## src/rtl/i2c_seq_master.sv

```systemverilog
module i2c_seq_master #(
  parameter int DIVW = 8,
  parameter int NSRC = 4,
  localparam int SELW = (NSRC > 1) ? $clog2(NSRC) : 1
) (
  input  logic            clk,
  input  logic            rst_n,
  input  logic [NSRC-1:0] tick_src,
  input  logic [SELW-1:0] clk_sel,
  input  logic [DIVW-1:0] div,
  input  logic            go,
  input  logic            rw,
  input  logic            ten,
  input  logic [9:0]      addr,
  input  logic            stop_req,
  input  logic            restart_req,
  input  logic            wr_req,
  input  logic [7:0]      wr_data,
  output logic            take,
  input  logic            rd_req,
  input  logic            rd_last,
  output logic [7:0]      rd_data,
  output logic            rd_valid,
  output logic            busy,
  output logic            nack,
  output logic            done,
  output logic            scl_oe,
  output logic            sda_oe,
  input  logic            sda_in
);
  typedef enum logic [2:0] {IDLE, START, BITS, HOLD, STOP} st_t;
  localparam logic [1:0] A1 = 2'd0, A2 = 2'd1, DT = 2'd2;

  st_t             st;
  logic [1:0]      ph, stg;
  logic [3:0]      bi;
  logic [7:0]      sh;
  logic [9:0]      ad;
  logic [DIVW-1:0] qc;
  logic            samp, sda_hold, rs, rd, tn, rlast;

  wire [DIVW-1:0] deff   = (div < DIVW'(4)) ? DIVW'(4) : div;
  wire [DIVW-1:0] qlen   = deff >> 2;
  wire            tick   = tick_src[clk_sel];
  wire            qend   = tick && (qc == qlen - DIVW'(1));
  wire            xmit   = (stg != DT) || !rd;
  wire            bitdrv = (bi != 4'd8) ? (xmit && !sh[7]) : (!xmit && !rlast);

  assign busy = (st != IDLE);

  always_comb begin
    case (st)
      START:   begin scl_oe = (ph == 2'd0) && rs; sda_oe = ph[1]; end
      BITS:    begin scl_oe = !ph[1]; sda_oe = (ph == 2'd0) ? sda_hold : bitdrv; end
      HOLD:    begin scl_oe = 1'b1;   sda_oe = sda_hold; end
      STOP:    begin scl_oe = !ph[1]; sda_oe = (ph == 2'd0) ? sda_hold : (ph != 2'd3); end
      default: begin scl_oe = 1'b0;   sda_oe = 1'b0; end
    endcase
  end

  always_ff @(posedge clk or negedge rst_n) begin
    if (!rst_n) begin
      st <= IDLE; ph <= '0; stg <= A1; bi <= '0; sh <= '0; ad <= '0; qc <= '0;
      samp <= 1'b0; sda_hold <= 1'b0; rs <= 1'b0; rd <= 1'b0; tn <= 1'b0; rlast <= 1'b0;
      rd_data <= '0; rd_valid <= 1'b0; take <= 1'b0; nack <= 1'b0; done <= 1'b0;
    end else begin
      take <= 1'b0; rd_valid <= 1'b0; done <= 1'b0;
      if (st == IDLE || st == HOLD) qc <= '0;
      else if (tick) qc <= qend ? '0 : qc + DIVW'(1);
      case (st)
        IDLE: if (go) begin
          st <= START; ph <= '0; rs <= 1'b0; rd <= rw; tn <= ten; ad <= addr; nack <= 1'b0;
        end
        HOLD: begin
          ph <= '0; bi <= '0;
          if (stop_req) st <= STOP;
          else if (restart_req) begin
            st <= START; rs <= 1'b1; rd <= rw; tn <= ten; ad <= addr;
          end else if (!rd && wr_req) begin
            st <= BITS; sh <= wr_data; take <= 1'b1;
          end else if (rd && rd_req) begin
            st <= BITS; rlast <= rd_last; take <= 1'b1;
          end
        end
        default: if (qend) begin
          ph <= ph + 2'd1;
          if (ph == 2'd2) samp <= sda_in;
          if (ph == 2'd3) begin
            case (st)
              START: begin
                st <= BITS; sda_hold <= 1'b1; bi <= '0; stg <= A1;
                sh <= tn ? {5'b11110, ad[9:8], rd} : {ad[6:0], rd};
              end
              STOP: begin st <= IDLE; done <= 1'b1; end
              default: begin
                sda_hold <= bitdrv;
                sh <= {sh[6:0], samp};
                if (bi != 4'd8) bi <= bi + 4'd1;
                else begin
                  bi <= '0;
                  if (!xmit) begin
                    rd_data <= sh; rd_valid <= 1'b1;
                    st <= rlast ? STOP : HOLD;
                  end else if (samp) begin
                    nack <= 1'b1; st <= STOP;
                  end else if (stg == A1 && tn && !(rs && rd)) begin
                    stg <= A2; sh <= ad[7:0];
                  end else begin
                    stg <= DT; st <= HOLD;
                  end
                end
              end
            endcase
          end
        end
      endcase
    end
  end
endmodule


```

## config.mk

```make
export PLATFORM = sky130hd
export DESIGN_NAME = i2c_seq_master
export DESIGN_NICKNAME = d
export VERILOG_FILES = /design/src/rtl/i2c_seq_master.sv
export SDC_FILE = /design/constraint.sdc
export NUM_CORES = 1
export LEC_CHECK = 0
export BUFFER_PORTS_ARGS = -buffer_cell sky130_fd_sc_hd__buf_2
export CORE_MARGIN = 2
export CORE_UTILIZATION = 52
export CTS_BUF_LIST = sky130_fd_sc_hd__clkbuf_4 sky130_fd_sc_hd__clkbuf_8
export DETAILED_ROUTE_END_ITERATION = 8
export GPL_ROUTABILITY_DRIVEN = 0
export PLACE_DENSITY = 0.88
export SETUP_SLACK_MARGIN = 0.2
export SLEW_MARGIN = 20
export SYNTH_ARGS = -nofsm -noshare
export SYNTH_HDL_FRONTEND = slang
export SYNTH_SLANG_ARGS = --single-unit
```

## constraint.sdc

```tcl
create_clock -name clk -period 2.4 [get_ports clk]
set_clock_uncertainty 0.2 [all_clocks]
set_input_delay 0.6 -clock clk [delete_from_list [all_inputs] [get_ports clk]]
set_output_delay 0.6 -clock clk [all_outputs]
set_load 0.02 [all_outputs]
```

; ---- After elaboration in Yosys (flattened, before gate mapping)
; Cells that the tools add are included.
[word_totals]
mem_bits_rw = 0
romBits = 0
latch_bits = 0
regBits = 55
inputBits = 43
mem_count = 0
out_inout_bits = 15
wordCells = 192
[op_classes]
n_lt_le_gt_ge = 2
n_reduce_logical = 46
div_mod_pow = 0
multipliers = 0
muxes = 89
bitwise = 10
eq_ne = 23
addsub = 4
shifts = 0
[ops]
columns = op, n
row1 = $mux 8, 14
row2 = $mux 3, 12
row3 = $mux 1, 34
row4 = $pmux 8 s2, 2
row5 = $mux 10, 3
row6 = $pmux 10 s2, 1
row7 = $reduce_bool 2->1, 9
row8 = $pmux 4 s2, 2
row9 = $ne 2x2->1 const B, 7
row10 = $reduce_and 7->1, 2
row11 = $mux 2, 6
row12 = $mux 4, 3
row13 = $pmux 3 s2, 2
row14 = $reduce_and 4->1, 3
row15 = $reduce_and 6->1, 2
row16 = $ne 2x1->1 const B, 5
row17 = $not 1->1, 10
row18 = $pmux 1 s2, 5
row19 = $logic_and 1x1->1, 9
row20 = $reduce_bool 3->1, 3
row21 = $add 8x1->8 const B, 1
row22 = $eq 8x8->1, 1
row23 = $lt 8x3->1 const B, 1
row24 = $pmux 2 s2, 2
row25 = 24 further kinds, 35

; ---- Depth between registers and ports, before layout
[depth]
ltp_word = 11
depth_mapped = 10
depth_no_buf = 9

; ---- Worst setup path after synthesis
; Ideal clock, no wire load.
[synth_timing]
path_kind = input to register
startpoint = input div[3]
endpoint = register st[1]
n_path_buf = 0
t_required_ns = 2.072
stages = 9
arrival_time_ns = 2.774
path_slack_ns = -0.701
setup_ns = 0.128
cell_sequence = nor3_1 a21oi_1 ha_1 nor3b_1 a211o_1 a221oi_2 nand4_1 a21oi_1 mux2_1
[synth_via]
elab_chain_cells = 7
[synth_rtl]
columns = element, line_no
row1 = from (decl), 10  ; input logic [DIVW-1:0] div,
row2 = $lt 8x3->1, 42  ; wire [DIVW-1:0] deff = (div < DIVW'(4)) ? DIVW'(4) : div;
row3 = $mux 8 (*), 42
row4 = $sub 6x1->7 (*), 45  ; wire qend = tick && (qc == qlen - DIVW'(1));
row5 = $eq 8x8->1 (*), 45
row6 = $logic_and 1x1->1 (*), 45
row7 = $reduce_bool 3->1 (no source line) (*), -
row8 = $reduce_and 6->1 (no source line) (*), -
row9 = to (signal assigned), 103  ; st <= rlast ? STOP : HOLD;
row10 = to (decl), 34  ; st_t st;
; Every way passes the cells marked *; elsewhere a longest branch is shown, timed or not.
; A chain may end at the register's enable or synchronous reset.

; ---- Worst setup path after layout
[layout_timing]
startpoint = register bi[0]
endpoint = output sda_oe
[layout_via]
elab_chain_cells = 4
[layout_rtl]
columns = element, line_no
row1 = from (decl), 36  ; logic [3:0] bi;
row2 = from (signal assigned), 98  ; if (bi != 4'd8) bi <= bi + 4'd1;
row3 = $ne 4x4->1, 47  ; wire bitdrv = (bi != 4'd8) ? (xmit && !sh[7]) : (!xmit && !rlast);
row4 = $mux 1, 47
row5 = $mux 1, 54  ; BITS: begin scl_oe = !ph[1]; sda_oe = (ph == 2'd0) ? sda_hold : bitdrv; end
row6 = $pmux 1 s4, 52  ; case (st)
row7 = to (decl), 28  ; output logic sda_oe,
; Every way passes these cells.

==> flow_metrics.env <==
export IMPL_status="complete, but fails checks"
export IMPL_failed_checks="negative setup slack"
export IMPL_hold_viol_final=0
export IMPL_die_area_um2=6910
export IMPL_switching_share_pct=44.5
export IMPL_vias_per_cell=6.82
export IMPL_synthArstFlopShare_pct=100
export IMPL_p_switching_w=0.00228
export IMPL_slew_violations=0
export IMPL_first_global_vias=3516
export IMPL_synthToLayoutAreaGrowth_pct=52.4
export IMPL_combPwrFrac_pct=60.9
export IMPL_portBuffers=55
export IMPL_clock_latency_ps=340
export IMPL_cpPeakStageDelay_ps=420
export IMPL_synth_edff_count=0
export IMPL_maxCapViolCount=0
export IMPL_num_rows=28
export IMPL_cts_sinks=55
export IMPL_crit_chain="inv_2 > ha_4 > nand3b_1 > or3_4 > o21ai_4 > a22oi_2 > o31ai_4 > buf_6"
export IMPL_dpl_instance_area_um2=4050
export IMPL_syn_area_um2=3250
export IMPL_grt_max_degree=34
export IMPL_pwr_share_clk_pct=11.2
export IMPL_dr_first_iter_drc_count=563
export IMPL_worst_setup_path_end_kind="output pin"
export IMPL_finalPower_w=0.00511
export IMPL_p_seq_share_pct=27.9
export IMPL_grt_overflow=0
export IMPL_reg2reg_from="bi[0]$_DFFE_PN0P_"
export IMPL_final_common_cell="buf_4"
export IMPL_synth_area_leaders="dfrtp_1 (42%), mux2_2 (4.8%), nand2_1 (3.6%)"
export IMPL_syn_nets=382
export IMPL_post_drt_wl_per_cell_um=24.9
export IMPL_period_share_pct=122
export IMPL_holdCritPathClass="in2async"
export IMPL_fmax_mhz=342
export IMPL_initial_utilization_pct=54.3
export IMPL_internal_power_w=0.00283
export IMPL_grt_pass1_wl_um=18300
export IMPL_synth_top_cell_area_share_pct=42.3
export IMPL_grt_setup_unrepaired="true"
export IMPL_grt_util_all_layers_pct=33.2
export IMPL_setup_viol=41
export IMPL_path_buf_inv=2
export IMPL_vias=3701
export IMPL_synth_main_ff_cell="dfrtp_1"
export IMPL_yosysSeqAreaShare_pct=42.3
export IMPL_clk_pin_slew_ps=120
export IMPL_grt_antenna_before_repair=0
export IMPL_p_leak_nw=2.24
export IMPL_cp_max_fo=2
export IMPL_io_pin_count=58
export IMPL_dp_cells=498
export IMPL_design_area_um2=4960
export IMPL_avgSynthCellArea_um2=9.80
export IMPL_critical_path_top_delay_family="simple AND/OR/NAND/NOR gates"
export IMPL_clockBufferDepth=2
export IMPL_cp_startpoint="bi[0]$_DFFE_PN0P_"
export IMPL_ys_warn_count=0
export IMPL_yosys_register_bits=55
export IMPL_first_pass_iters=6
export IMPL_final_cell_mix="buf_4 (65), dfrtp_1 (52), buf_2 (50)"
export IMPL_final_nets=517
export IMPL_h_tree_depth=2
export IMPL_drc_errors=0
export IMPL_cp_required_ps=1600
export IMPL_start_kind="flop"
export IMPL_critPathKind="reg2out"
export IMPL_p_per_area_nw_per_um2=1030
export IMPL_cts_made_buffers=5
export IMPL_synth_distinct_cells=59
export IMPL_ir_drop_uv=800
export IMPL_layout_min_cycle_time_ps=2920
export IMPL_cp_slowest_cell="dfrtp_1"
export IMPL_cts_root_buf="clkbuf_8"
export IMPL_fp_dieW_um=83.1
export IMPL_core_area_um2=5990
export IMPL_setup_ws_ps=-523
export IMPL_hpwl_um=6550
export IMPL_drt_wl_total_um=13500
export IMPL_tightest_slew_ps=1030
export IMPL_die_y_um=83.1
export IMPL_ant_nets=0
export IMPL_synthCells=332
export IMPL_yosys_area_top_type="dfrtp_1"
export IMPL_max_slew_margin_pct=30.4
export IMPL_fin_cells=543
export IMPL_drive_above_1_share_pct=53.2
export IMPL_cts_tree="done"
export IMPL_crit_arrival_ps=2120
export IMPL_diodes=0
==> cells in the mapped netlist, types with 5 or more instances <==
library cell	number
dfrtp_1	55
inv_1	14
nand2b_1	10
nand3_1	5
xnor2_1	8
nor3_1	6
o221ai_1	6
a2bb2oi_2	6
nor2_1	30
o22ai_1	7
o31ai_1	5
mux2_1	10
nand2_1	31
o21ai_0	19
nand4_1	8
mux2i_1	6
a21oi_1	13
ha_1	7
clkbuf_1	10
mux2_2	14
==> cell families (layout without fill, tap and decap cells) <==
kind of cell,count (synthesis),after routing,share of synthesized area (%)
xor gates and xnor gates,12,12,3.23
adders and majority gates,7,7,2.69
buffers and inverters,27,163,3.38
AOI/OAI and AO/OA,81,81,19.0
and+or+nand+nor,119,119,18.6
muxes,31,31,10.8
DFF,55,55,42.3
==> sequential cells by signal, indices dropped and copies added (netlist names), 2 cells and up <==
register and cells:
stg 2, rd_data 8, qc 8, ph 2
ad 10, sh 8, st 3, bi 4
==> power by group through the flow <==
stage	clock [W]	sequential, W	combinational, W
2_1_floorplan	0	0.00126	0.00134
3_3_place_gp	0	0.00140	0.00176
3_5_place_dp	0	0.00143	0.00183
6_report	0.000572	0.00142	0.00311
5_1_grt	0.000603	0.00143	0.00323
4_1_cts	0.000553	0.00137	0.00240
==> metrics by stage <==
step	hold slack [ps]	utilization, %	TNS [ps]	worst slack [ps]
4_1_cts	65.4	77.3	-10970	-404
3_5_place_dp	271	67.7	-27670	-811
3_3_place_gp	265	67.7	-24680	-698
5_1_grt	65.9	82.8	-16870	-587
2_1_floorplan	104	-	-14540	-526
6_report	35.8	82.8	-14210	-523
==> routing by layer <==
metal  vias to the layer above  share of wire [%]  track usage, %
met5                         -                  0               0
met4                         0                7.5            18.9
met3                       112                 11            8.45
met2                       347                 46            51.2
met1                      1756                 36            42.3
li1                       1486                  -               -
==> final cells by class <==
type	instances	area, µm²
fill	276	1030
clock inverter	3	25.0
timing repair buffer	141	1110
multi-input combinational	250	2230
clock buffer	5	68.8
sequential	55	1380
inverter	14	52.6
tap	75	93.8
==> timing repair <==
item / 4_1_cts / 5_1_grt
hold endpoints to repair: 0 / 0
endpoints found under the setup margin: 54 / 54
cloned: 1 / 1
hold buffers: 0 / 0
pin swaps: 24 / 21
buffers inserted: 24 / 11
resized for setup: 73 / 56
==> path summary, 6_finish.rpt <==
check | end | slack, ps | depth (start not counted)
max | sda_oe | -520 | 8
min | rd$_DFFE_PN0P_ | 40 | 1
max reg2reg | st[1]$_DFFE_PN0P_ | -410 | 9
min reg2reg | rd_data[4]$_DFFE_PN0P_ | 320 | 1
max in group asynchronous | ph[0]$_DFFE_PN0P_ | 1380 | 2
min in group clk | take$_DFF_PN0_ | 270 | 2
Note: power is estimated with default switching activity, not from simulation.
